`src/rtl/xmem_pkg.sv`:
```
package xmem_pkg;
  localparam int WSEL_W = 2;
  localparam int TMR_W  = 2;

  typedef enum logic [2:0] {
    ST_IDLE,
    ST_ADDR,
    ST_STRB,
    ST_HOLD,
    ST_DONE
  } xm_state_e;

  // number of extra strobe-low cycles for a wait select
  function automatic logic [TMR_W-1:0] wait_extra(input logic [WSEL_W-1:0] code);
    logic [TMR_W-1:0] v;
    case (code)
      2'b00:   v = 2'd0;
      2'b01:   v = 2'd1;
      default: v = 2'd2;
    endcase
    return v;
  endfunction

  function automatic logic wants_hold(input logic [WSEL_W-1:0] code);
    return code == 2'b11;
  endfunction
endpackage

```
`src/rtl/xmem_rst_sync.sv`:
```
module xmem_rst_sync #(
  parameter int STAGES = 2
) (
  input  logic clk,
  input  logic rst_n,
  output logic rst_n_sync
);
  logic [STAGES-1:0] sh_q;

  always_ff @(posedge clk or negedge rst_n) begin
    if (!rst_n) sh_q <= '0;
    else        sh_q <= {sh_q[STAGES-2:0], 1'b1};
  end

  assign rst_n_sync = sh_q[STAGES-1];
endmodule

```
`src/rtl/xmem_sector_sel.sv`:
```
module xmem_sector_sel #(
  parameter int                ADDR_W   = 16,
  parameter int                LIMIT_W  = 3,
  parameter int                WSEL_W   = 2,
  parameter logic [ADDR_W-1:0] EXT_BASE = 16'h1100
) (
  input  logic [ADDR_W-1:0]  addr,
  input  logic [LIMIT_W-1:0] limit,
  input  logic [WSEL_W-1:0]  wait_lo,
  input  logic [WSEL_W-1:0]  wait_hi,
  output logic               is_ext,
  output logic [WSEL_W-1:0]  wsel
);
  localparam int SHIFT = ADDR_W - LIMIT_W;

  logic [ADDR_W-1:0] boundary;
  logic              upper;

  always_comb begin
    boundary = {limit, {SHIFT{1'b0}}};
    upper    = (limit != '0) && (addr >= boundary);
    is_ext   = addr >= EXT_BASE;
    wsel     = upper ? wait_hi : wait_lo;
  end
endmodule

```
`src/rtl/xmem_wait_timer.sv`:
```
module xmem_wait_timer #(
  parameter int CNT_W = 2
) (
  input  logic             clk,
  input  logic             rst_n,
  input  logic             load,
  input  logic [CNT_W-1:0] load_val,
  input  logic             run,
  output logic             zero
);
  logic [CNT_W-1:0] cnt_q, cnt_d;
  logic             cnt_en;

  always_comb begin
    cnt_en = load || (run && cnt_q != '0);
    cnt_d  = load ? load_val : cnt_q - 1'b1;
  end

  always_ff @(posedge clk or negedge rst_n) begin
    if (!rst_n)      cnt_q <= '0;
    else if (cnt_en) cnt_q <= cnt_d;
  end

  assign zero = cnt_q == '0;
endmodule

```
`src/rtl/xmem_bridge.sv`:
```
module xmem_bridge
  import xmem_pkg::*;
#(
  parameter int                ADDR_W   = 16,
  parameter int                DATA_W   = 8,
  parameter int                LIMIT_W  = 3,
  parameter logic [ADDR_W-1:0] EXT_BASE = 16'h1100
) (
  input  logic                clk,
  input  logic                rst_n,
  input  logic                req_valid,
  input  logic                req_write,
  input  logic [ADDR_W-1:0]   req_addr,
  input  logic [DATA_W-1:0]   req_wdata,
  output logic                req_ack,
  output logic [DATA_W-1:0]   req_rdata,
  input  logic [LIMIT_W-1:0]  cfg_limit,
  input  logic [WSEL_W-1:0]   cfg_wait_lo,
  input  logic [WSEL_W-1:0]   cfg_wait_hi,
  output logic [DATA_W-1:0]   ad_o,
  output logic                ad_oe,
  input  logic [DATA_W-1:0]   ad_i,
  output logic [ADDR_W-DATA_W-1:0] a_hi,
  output logic                ale,
  output logic                rd_n,
  output logic                wr_n
);
  localparam int HI_W = ADDR_W - DATA_W;

  logic              rst_n_s;
  xm_state_e         state_q, state_d;
  logic [ADDR_W-1:0] addr_q;
  logic [DATA_W-1:0] wdata_q, rdata_q;
  logic              write_q;
  logic [WSEL_W-1:0] wsel_q;
  logic              sel_ext;
  logic [WSEL_W-1:0] sel_wsel;
  logic              cap_en, smp_en;
  logic              tmr_load, tmr_run, tmr_zero;

  xmem_rst_sync #(.STAGES(2)) u_rst (
    .clk(clk), .rst_n(rst_n), .rst_n_sync(rst_n_s)
  );

  xmem_sector_sel #(
    .ADDR_W(ADDR_W), .LIMIT_W(LIMIT_W), .WSEL_W(WSEL_W), .EXT_BASE(EXT_BASE)
  ) u_sel (
    .addr(req_addr), .limit(cfg_limit), .wait_lo(cfg_wait_lo),
    .wait_hi(cfg_wait_hi), .is_ext(sel_ext), .wsel(sel_wsel)
  );

  xmem_wait_timer #(.CNT_W(TMR_W)) u_tmr (
    .clk(clk), .rst_n(rst_n_s), .load(tmr_load),
    .load_val(wait_extra(wsel_q)), .run(tmr_run), .zero(tmr_zero)
  );

  // next-state logic
  always_comb begin
    state_d = state_q;
    case (state_q)
      ST_IDLE: if (req_valid) state_d = sel_ext ? ST_ADDR : ST_DONE;
      ST_ADDR: state_d = ST_STRB;
      ST_STRB: if (tmr_zero) state_d = wants_hold(wsel_q) ? ST_HOLD : ST_DONE;
      ST_HOLD: state_d = ST_DONE;
      ST_DONE: state_d = ST_IDLE;
      default: state_d = ST_IDLE;
    endcase
  end

  always_comb begin
    cap_en   = (state_q == ST_IDLE) && req_valid;
    smp_en   = (state_q == ST_STRB) && tmr_zero && !write_q;
    tmr_load = state_q == ST_ADDR;
    tmr_run  = state_q == ST_STRB;
  end

  always_ff @(posedge clk or negedge rst_n_s) begin
    if (!rst_n_s) state_q <= ST_IDLE;
    else          state_q <= state_d;
  end

  always_ff @(posedge clk or negedge rst_n_s) begin
    if (!rst_n_s) begin
      addr_q  <= '0;
      wdata_q <= '0;
      write_q <= 1'b0;
      wsel_q  <= '0;
    end else if (cap_en) begin
      addr_q  <= req_addr;
      wdata_q <= req_wdata;
      write_q <= req_write;
      wsel_q  <= sel_wsel;
    end
  end

  always_ff @(posedge clk or negedge rst_n_s) begin
    if (!rst_n_s)    rdata_q <= '0;
    else if (cap_en) rdata_q <= '0;
    else if (smp_en) rdata_q <= ad_i;
  end

  // bus outputs decoded from state
  always_comb begin
    ale   = state_q == ST_ADDR;
    ad_oe = (state_q == ST_ADDR) || ((state_q == ST_STRB) && write_q);
    if (state_q == ST_ADDR)  ad_o = addr_q[DATA_W-1:0];
    else if (ad_oe)          ad_o = wdata_q;
    else                     ad_o = '0;
    rd_n  = !((state_q == ST_STRB) && !write_q);
    wr_n  = !((state_q == ST_STRB) && write_q);
    a_hi  = addr_q[ADDR_W-1 -: HI_W];
    req_ack   = state_q == ST_DONE;
    req_rdata = rdata_q;
  end
endmodule

```
`config.mk`:
```
export PLATFORM = sky130hd
export DESIGN_NAME = xmem_bridge
export DESIGN_NICKNAME = d
export VERILOG_FILES = /design/src/rtl/xmem_pkg.sv /design/src/rtl/xmem_rst_sync.sv /design/src/rtl/xmem_sector_sel.sv /design/src/rtl/xmem_wait_timer.sv /design/src/rtl/xmem_bridge.sv
export SDC_FILE = /design/constraint.sdc
export NUM_CORES = 1
export LEC_CHECK = 0
export ABC_AREA = 1
export BUFFER_PORTS_ARGS = -buffer_cell sky130_fd_sc_hd__buf_4
export CORE_AREA = 2 2 88 90
export CTS_BUF_LIST = sky130_fd_sc_hd__clkbuf_4 sky130_fd_sc_hd__clkbuf_8
export CTS_CLUSTER_DIAMETER = 150
export DETAILED_ROUTE_END_ITERATION = 7
export DIE_AREA = 0 0 90 92
export PLACE_DENSITY = 0.57
export SETUP_SLACK_MARGIN = 0.2
export SKIP_LAST_GASP = 1
export SLEW_MARGIN = 20
export SYNTH_ARGS = -nofsm -noshare
export SYNTH_HDL_FRONTEND = slang
export SYNTH_SLANG_ARGS = --single-unit
```
`constraint.sdc`:
```
create_clock -name clk -period 1.4 [get_ports clk]
set_input_delay 0.14 -clock clk [delete_from_list [all_inputs] [get_ports clk]]
set_output_delay 0.14 -clock clk [all_outputs]
set_load 0.01 [all_outputs]
```
# ---- Word level (Yosys, flattened, before mapping)
# Index checks and enable logic that the tools add are counted.
dict set report word_totals {
  reg_bits 42
  latchBits 0
  ram_bits 0
  rom_bits 0
  input_bits 43
  output_inout_bits 29
  wordCells 50
  n_memories 0
}
dict set report op_classes {
  n_addsub 1
  mul 0
  div_mod_pow 0
  n_lt_le_gt_ge 2
  n_eq_ne 8
  shift 0
  n_mux 12
  n_bitwise 0
  n_reduce_logical 19
}
# cell n
set op_table {}
lappend op_table {{8-bit two-way mux} 4}
lappend op_table {{16-bit by 13-bit >= comparator with 1-bit output, second input constant} 1}
lappend op_table {{16-bit >= comparator} 1}
lappend op_table {{3-bit two-way mux} 4}
lappend op_table {{3-bit case mux with 4 select lines} 1}
lappend op_table {{1-bit logical AND} 7}
lappend op_table {{3-bit by 2-bit == test with 1-bit output, second input constant} 2}
lappend op_table {{2-bit logical NOT} 2}
lappend op_table {{2-bit two-way mux} 2}
lappend op_table {{2-bit != test, second input constant} 2}
lappend op_table {{2-bit case mux with 2 select lines} 1}
lappend op_table {{2-bit nonzero test} 2}
lappend op_table {{3-bit by 1-bit == test with 1-bit output, second input constant} 1}
lappend op_table {{3-bit == test, second input constant} 1}
lappend op_table {{1-bit logical NOT} 3}
lappend op_table {{3-bit logical NOT} 1}
lappend op_table {{3-bit nonzero test} 1}
lappend op_table {{2-bit by 1-bit == test with 1-bit output, second input constant} 1}
lappend op_table {{2-bit == test, second input constant} 1}
lappend op_table {{1-bit logical OR} 2}
lappend op_table {{2-bit AND reduction} 1}
lappend op_table {{2-bit by 1-bit subtractor with 2-bit output, second input constant} 1}

# ---- Logic depth before layout (Yosys ltp)
# Gate-level depths: netlist (run 1).
dict set report depth {
  word_depth 5
  depth_mapped 12
  mapped_depth_nobuf 12
}

# ---- By module
# A second synthesis (run 1) with hierarchy kept.
dict set report unflattened {
  cells_unflattened 278
  hier_area_um2 2347.3
}
# mod n_inst cells_per_inst area_each_um2 seq_area_each_um2
set modules_own_cells {}
lappend modules_own_cells {xmem_bridge 1 218 1976.9 950.9}
lappend modules_own_cells {xmem_sector_sel 1 38 188.9 0.0}
lappend modules_own_cells {xmem_wait_timer 1 19 127.6 50.0}
lappend modules_own_cells {xmem_rst_sync 1 3 53.8 50.0}

# ---- Least setup slack after synthesis (run 1)
# No wires, ideal clock.
dict set report synth_path {
  kind {register -> output}
  start {reg state_q[2]}
  end {out ad_o[0]}
  arrival_time_ns 1.025
  required_ns 1.260
  path_slack_ns 0.235
  path_stages_with_launch 7
  n_path_buf 1
  path_cell_list {dfrtp_1 inv_1 nand3_1 inv_1 buf_2 nand2_1 nand2_1}
}
dict set report synth_between {
  elab_cells_between_ends 6
  cone_classes {2 x eq/ne; 2 x mux; 2 x reduce/logical}
}
# element line_no
set synth_rtl {}
lappend synth_rtl {{start: declaration} xmem_bridge.sv:31} ;# xm_state_e state_q, state_d;
lappend synth_rtl {{start signal: assignment} xmem_bridge.sv:79} ;# else state_q <= state_d;
lappend synth_rtl {{3-bit by 1-bit == test with 1-bit output (*)} -}
lappend synth_rtl {{via ale} xmem_bridge.sv:24} ;# output logic ale,
lappend synth_rtl {{1-bit logical OR} xmem_bridge.sv:105} ;# ad_oe = (state_q == ST_ADDR) || ((state_q == ST_STRB) && write_q);
lappend synth_rtl {{8-bit two-way mux} xmem_bridge.sv:107} ;# else if (ad_oe) ad_o = wdata_q;
lappend synth_rtl {{8-bit two-way mux (*)} xmem_bridge.sv:106} ;# if (state_q == ST_ADDR) ad_o = addr_q[DATA_W-1:0];
lappend synth_rtl {{end: declaration} xmem_bridge.sv:20} ;# output logic [DATA_W-1:0] ad_o,
# Mark *: on every way through the listed nets, which the timed path passes. The rest lies on a longest branch.

# ---- Worst setup path in the final report (run 1)
dict set report layout_path {
  start {reg state_q[0]}
  end {out ad_o[2]}
}
dict set report layout_between {
  elab_chain_len 5
  elab_cells_between_ends 6
  cone_classes {2 x eq/ne; 2 x mux; 2 x reduce/logical}
}
# element line_no
set layout_rtl {}
lappend layout_rtl {{3-bit by 2-bit == test with 1-bit output} xmem_bridge.sv:105}
lappend layout_rtl {{1-bit logical AND} xmem_bridge.sv:105}
lappend layout_rtl {{1-bit logical OR} xmem_bridge.sv:105}
lappend layout_rtl {{8-bit two-way mux} xmem_bridge.sv:107}
lappend layout_rtl {{8-bit two-way mux (*)} xmem_bridge.sv:106}
# Mark *: on every way between the ends. The rest lies on a longest branch, timed or not.

==> run metrics, run 1 <==
status=complete, but fails checks; failing checks=negative setup slack; die area=8280 um^2; Hold Vio Cnt, Final=0; Slew Limit Fails=0; Die Wd=90 um; Root Buffer=clkbuf_8; first-pass GRT wire length=9340 um; share of cells above drive strength 1=0.433; die span in y=92 um; crit end category=output port; Syn Inst Count=269; mux cell area share after synthesis=0; setup violators final=11; post-synthesis compound-gate area fraction=0.0655; I/O Buffers=71; Reg area=1050 um^2; antenna violations before repair=0; Bufs on Longest Clock Path=2; DRC=0; Routed wire per std cell=13.1 um; hold crit path type=in2reg; worst hold slack=0.0334 ns; Leak=1.75 nW; Starting Density=0.287; Layout area overhead=55.3%; CTS Buf Count=5; antenna cells=0; main combinational cell family by area after synthesis=simple AND/OR/NAND/NOR gates; Worst VDD drop=0.668 mV; PD cells=2010 nW/um^2; XOR/XNOR Fraction of Synth Area=0; adder-cell share of the synthesized area=0.0234; largest net degree at the start of global routing=25; Final Non-Filler Cells=462; RSZ-0062 raised after global routing=true; fmax=658 MHz; Power Total=6.70 mW; leading cell type in the layout, fill and taps excluded=nand2_1; Post-Route WL=6060 um; IO Count=72; critical path launch point type=flip-flop; Yosys warning count=0; fillcell total=755; Total GRT Usage=0.142; maximum capacitance violations=0; Vias per Instance=4.39; most frequent cells in the layout=100 x nand2_1, 74 x buf_4, 41 x dfrtp_1, 21 x inv_1, 16 x nor2_1; via count=2029; WP data required=1.26 ns; Post-DRT Antenna Nets=0; CTS tree=yes; final worst slack=-0.119 ns; setup TNS=-1.14 ns; worst skew pair latency=0.30 ns; post-synthesis cell area=2140 um^2; fin area=3330 um^2; type of the worst setup path=reg2out; Worst Path Arrival=1.38 ns; Final HPWL DP=3910 um; number of global-route vias before repair=1940; CTS H-tree lvls=2; post-layout util=0.447; drt initial violations=101; Setup Skew=0.00382 ns; Synth Net Count=316; dpl cell area=2760 um^2; Placed Instances=434; Synth Area in Simple Gates=0.307; area of the multi-input gates=1020 um^2; Placer Congestion=0.835; Reg clk slew, reported paths=0.08 ns; Unique masters post-synth=25; Tmin final=1.52 ns; grt ovf=0; FF+latch count, synth=42; Syn Area/Cell=7.96 um^2; Pre-antenna DRT Iters=5; TritonCTS Sinks=42; core region area=7450 um^2; fin nets=406; period utilization=1.08; sequential cell area fraction in the yosys report=0.491; dpl ws=0.0576 ns; Rows=32; CP max FO=5
metal layers:
metal | GRT usage | routed length, um
met1 | 0.172 | 2580
met2 | 0.244 | 3110
met3 | 0.0452 | 333
met4 | 0.0397 | 47
met5 | 0 | 0
area by class of cell:
class	instances	area share
repair inverters	2	0.00828
inverters	28	0.0388
repair buffers	96	0.263
multi-input cells	184	0.307
flip-flops and latches	42	0.316
clock inverters	2	0.00376
well taps	102	0.0384
clock buffers	6	0.0248
cell usage after synthesis (all sizes together):
cell type / number / share of area
conb: 1 / 0.0018
a21oi: 4 / 0.0094
dfrtp: 42 / 0.49
o21ai: 15 / 0.049
nor3: 1 / 0.0023
nand3: 24 / 0.067
o21a: 1 / 0.0035
nand4: 1 / 0.0029
inv: 28 / 0.050
nor2: 20 / 0.037
o211ai: 1 / 0.0035
ha: 4 / 0.023
nand2: 110 / 0.20
buf: 17 / 0.061
power by group:
group          switching [mW]  total, mW  leakage (nW)  internal (mW)
Combinational            1.94       3.77          1.17           1.84
Sequential              0.337       2.09         0.529           1.75
Clock                   0.441      0.838        0.0472          0.397
timing repair:
action                                  in CTS  in global routing
hold buffers                                 1                  0
pin swaps                                    6                 12
cloned                                       5                  0
gates resized for setup                     33                 31
endpoints found under the setup margin      51                 53
hold endpoints to repair                     2                  0
buffers inserted                            11                  3
critical path, cell delays in order, from the launching register on:
cell	delay [ns]
dfrtp_1	0.40
nor2_2	0.13
nand2_2	0.10
inv_4	0.09
buf_6	0.12
nand3_1	0.07
nand2_1	0.06
buf_4	0.11
sequential cells by signal, summed over array words and instances (netlist names):
signal / cells
state_q: 3
req_rdata: 8
write_q: 1
wsel_q: 2
u_rst.sh_q: 2
addr_q: 16
u_tmr.cnt_q: 2
wdata_q: 8
worst paths after layout:
kind	startpoint	endpoint	slack, ns	depth (start not counted)
hold reg to reg	u_rst.sh_q[1]	addr_q[13]	0.21	0
max in group asynchronous	u_rst.sh_q[1]	wsel_q[1]	0.71	1
hold / removal	req_wdata[2]	wdata_q[2]	0.03	3
setup reg to reg	state_q[0]	req_rdata[2]	0.02	8
setup / recovery	state_q[0]	ad_o[2]	-0.12	7
min in group asynchronous	rst_n	u_rst.sh_q[1]	0.15	2
cell families (layout without fill, tap and decap cells):
family / after synthesis / in the layout
AO/OA/AOI/OAI: 21 / 21
adder cells (fa/ha/maj): 4 / 4
buffers and inverters: 45 / 134
flip-flops: 42 / 42
other: 1 / 1
AND/OR/NAND/NOR: 156 / 158
Power figures use the tool's default switching activity.
==> inputs of run 2 (changes only) <==
--- a/config.mk
+++ b/config.mk
@@ -5,14 +5,15 @@
 export SDC_FILE = /design/constraint.sdc
 export NUM_CORES = 1
 export LEC_CHECK = 0
-export ABC_AREA = 1
+export ABC_AREA = 0
 export BUFFER_PORTS_ARGS = -buffer_cell sky130_fd_sc_hd__buf_4
-export CORE_AREA = 2 2 88 90
+export CORE_AREA = 2 2 86 88
 export CTS_BUF_LIST = sky130_fd_sc_hd__clkbuf_4 sky130_fd_sc_hd__clkbuf_8
 export CTS_CLUSTER_DIAMETER = 150
 export DETAILED_ROUTE_END_ITERATION = 7
-export DIE_AREA = 0 0 90 92
-export PLACE_DENSITY = 0.57
+export DIE_AREA = 0 0 88 90
+export PLACE_DENSITY = 0.58
+export RECOVER_POWER = 100
 export SETUP_SLACK_MARGIN = 0.2
 export SKIP_LAST_GASP = 1
 export SLEW_MARGIN = 20
==> run 2 against run 1 <==
The run still ends with negative setup slack left. Register-to-register slack worse by 0.12 ns. Synthesized cell count decreased by 15%. Power is 0.54% lower. Clock power down 1%. Worst setup slack worse by 0.11 ns. Flip-flop and latch count stayed put. Non-clock buffer count grew 17. Core utilization is 2.1 points higher. Sequential share of layout area increased by 0.54 points. Combinational power fell by 2%. Largest power group unchanged.
==> run metrics, run 2 <==
maximum capacitance violations=0 (unchanged); share of cells above drive strength 1=0.420 (was 0.433); crit end category=output port (unchanged); Yosys top cell by area=dfrtp_1 (unchanged); Vias per Instance=4.61 (was 4.39); fmax=616 MHz (was 658 MHz); Worst VDD drop=0.928 mV (was 0.668 mV); largest net degree at the start of global routing=41 (was 25); TritonCTS Sinks=42 (unchanged); Syn Inst Count=229 (was 269); Rows=31 (was 32); hold crit path type=in2reg (unchanged); antenna violations before repair=0 (unchanged); number of global-route vias before repair=2076 (was 1940); DRC=0 (unchanged); asr flop ratio synth=1.00 (unchanged); Yosys warning count=0 (unchanged); Syn Area/Cell=8.93 um^2 (was 7.96 um^2); post-synthesis cell area=2050 um^2 (was 2140 um^2); Unique masters post-synth=35 (was 25); WP data required=1.26 ns (about the same); Hold Vio Cnt, Final=0 (unchanged); critical path launch point type=flip-flop (unchanged); P_int=4.14 mW (was 3.98 mW); via count=1982 (was 2029); Placed Instances=399 (was 434); antenna cells=0 (unchanged); Reg clk slew, reported paths=0.09 ns (was 0.08 ns); worst skew pair latency=0.30 ns (about the same); RSZ-0062 raised after global routing=true (unchanged); Synth Net Count=276 (was 316); Post-Route WL=5930 um (was 6060 um); Post-synth top cells=94 x nand2_1, 42 x dfrtp_1, 11 x clkbuf_1 (was 108 x nand2_1, 42 x dfrtp_1, 23 x inv_1); Worst Path Arrival=1.48 ns (was 1.38 ns); dpl cell area=2840 um^2 (was 2760 um^2); Largest register FFs=16 (unchanged); Placer Congestion=0.757 (was 0.835); Bufs on Longest Clock Path=2 (unchanged); CTS Buf Count=5 (unchanged); status=complete, but fails checks (unchanged); first-pass GRT wire length=9700 um (was 9340 um); leading cell type in the layout, fill and taps excluded=nand2_1 (unchanged); Total GRT Usage=0.157 (was 0.142); die area=7920 um^2 (was 8280 um^2); type of the worst setup path=reg2out (unchanged); most frequent cells in the layout=88 x nand2_1, 72 x buf_4, 38 x dfrtp_1, 17 x clkbuf_1, 12 x buf_6 (was 100 x nand2_1, 74 x buf_4, 41 x dfrtp_1, 21 x inv_1, 16 x nor2_1); IO Count=72 (unchanged); combinational power share=0.556 (was 0.563); CP max FO=10 (was 5); grt ovf=0 (unchanged); Post-synth EDFFs=0 (unchanged); Routed wire per std cell=13.8 um (was 13.1 um); Net Switching=2.52 mW (was 2.72 mW); Final Non-Filler Cells=430 (was 462); largest register by flop count=addr_q (unchanged); Reg power frac=0.320 (was 0.312); sequential cell area fraction in the yosys report=0.514 (was 0.491); failing checks=negative setup slack (unchanged); Slew HR=0.301; Starting Density=0.291 (was 0.287); clock share of power=0.124 (was 0.125); top post-synthesis cells by area=dfrtp_1 51%, nand2_1 17%, a22o_1 3.4% (was dfrtp_1 49%, nand2_1 19%, nand3_1 4.9%); Setup Skew=0.00760 ns (was 0.00382 ns); fin area=3280 um^2 (was 3330 um^2); Root Buffer=clkbuf_8 (unchanged); fillcell total=688 (was 755); Layout area overhead=60.4% (was 55.3%); drt initial violations=87 (was 101); CTS H-tree lvls=2 (unchanged); Slew Limit Fails=0 (unchanged); Leak=1.59 nW (was 1.75 nW); Final HPWL DP=3860 um (was 3910 um); FF+latch count, synth=42 (unchanged); core region area=7020 um^2 (was 7450 um^2); Tmin final=1.62 ns (was 1.52 ns); Pre-antenna DRT Iters=4 (was 5); final worst slack=-0.224 ns (was -0.119 ns); most frequent cell after synthesis=nand2_1 (unchanged); Die Wd=88 um (was 90 um); share of the synthesized area in the top cell type=0.514 (was 0.491); die span in y=90 um (was 92 um); I/O Buffers=71 (unchanged); main flop type after synthesis=dfrtp_1 (unchanged); PD cells=2030 nW/um^2 (was 2010 nW/um^2); switching part of the total power=0.378 (was 0.405); period utilization=1.16 (was 1.08); Post-DRT Antenna Nets=0 (unchanged); Worst Tran Pin Value=1.05 ns; setup violators final=35 (was 11); fin nets=377 (was 406); CTS tree=yes (unchanged)
-- run 2: cell families after synthesis --
group / after synthesis / share of synthesized area
AO/OA/AOI/OAI: 32 / 0.115
XOR/XNOR: 1 / 0.00428
adder cells (fa/ha/maj): 4 / 0.0245
buffers and inverters: 27 / 0.0654
flip-flops: 42 / 0.514
other: 1 / 0.00183
AND/OR/NAND/NOR: 122 / 0.275
-- run 2: worst paths after layout --
path,startpoint,endpoint,slack [ns],cells past startpoint
hold reg to reg,u_rst.sh_q[0],u_rst.sh_q[1],0.36,0
hold / removal,req_addr[11],addr_q[11],0.03,3
max in group asynchronous,u_rst.sh_q[1],state_q[2],0.16,1
setup / recovery,state_q[0],ad_o[7],-0.22,6
setup reg to reg,state_q[2],u_tmr.cnt_q[1],-0.10,6
min in group asynchronous,rst_n,u_rst.sh_q[0],0.15,2
-- run 2: layout make-up --
| class | count | area [um^2] | area share |
|---|---|---|---|
| clock buffers | 6 | 82.6 | 0.0252 |
| repair buffers | 113 | 975 | 0.297 |
| well taps | 99 | 124 | 0.0377 |
| clock inverters | 2 | 12.5 | 0.00381 |
| multi-input cells | 162 | 1010 | 0.308 |
| inverters | 6 | 22.5 | 0.00686 |
| flip-flops and latches | 42 | 1060 | 0.322 |
-- run 2: power groups by stage --
stage          sequential (mW)  combinational [mW]  clock, mW
2_1_floorplan             2.12                1.84          0
3_3_place_gp              2.16                2.75          0
3_5_place_dp              2.16                2.79          0
4_1_cts                   2.14                3.77      0.856
5_1_grt                   2.21                4.06      0.909
6_report                  2.13                3.71      0.826
-- run 2: critical path, stage by stage (launching register included) --
cell      delay [ns]
dfrtp_2         0.45
buf_6           0.13
nand2b_4        0.07
nor2_2          0.05
buf_12          0.13
a22o_1          0.23
buf_6           0.12
-- run 2: timing repair --
| item | CTS | global route |
|---|---|---|
| pin swaps | 13 | 6 |
| hold buffers | 1 | 0 |
| resized for setup | 36 | 16 |
| setup endpoints to repair | 52 | 52 |
| setup buffers | 12 | 4 |
| hold endpoints to repair | 2 | 0 |
| cloned | 6 | 0 |
-- run 2: layer usage --
metal  routed length (um)  part of all wire  GRT usage  vias up
met5                    0                 0          0        -
met4                  193             0.033     0.0731        0
met3                  368             0.062     0.0542       14
met2                 2920              0.49      0.243       57
met1                 2450              0.41      0.195      944
li1                     -                 -          -      967
-- run 2: through the flow --
stage	worst slack, ns	hold WS [ns]	utilization	total power, mW	setup TNS, ns
final	-0.224	0.0337	0.467	6.66	-2.72
after global routing	-0.272	0.0306	0.467	7.17	-5.77
after CTS	-0.248	0.0263	0.469	6.77	-2.54
after detailed placement	-0.207	-0.0762	0.404	4.96	-1.42
after global placement	-0.158	-0.0764	0.404	4.91	-0.941
after floorplan	0.0323	-0.156	-	3.96	0
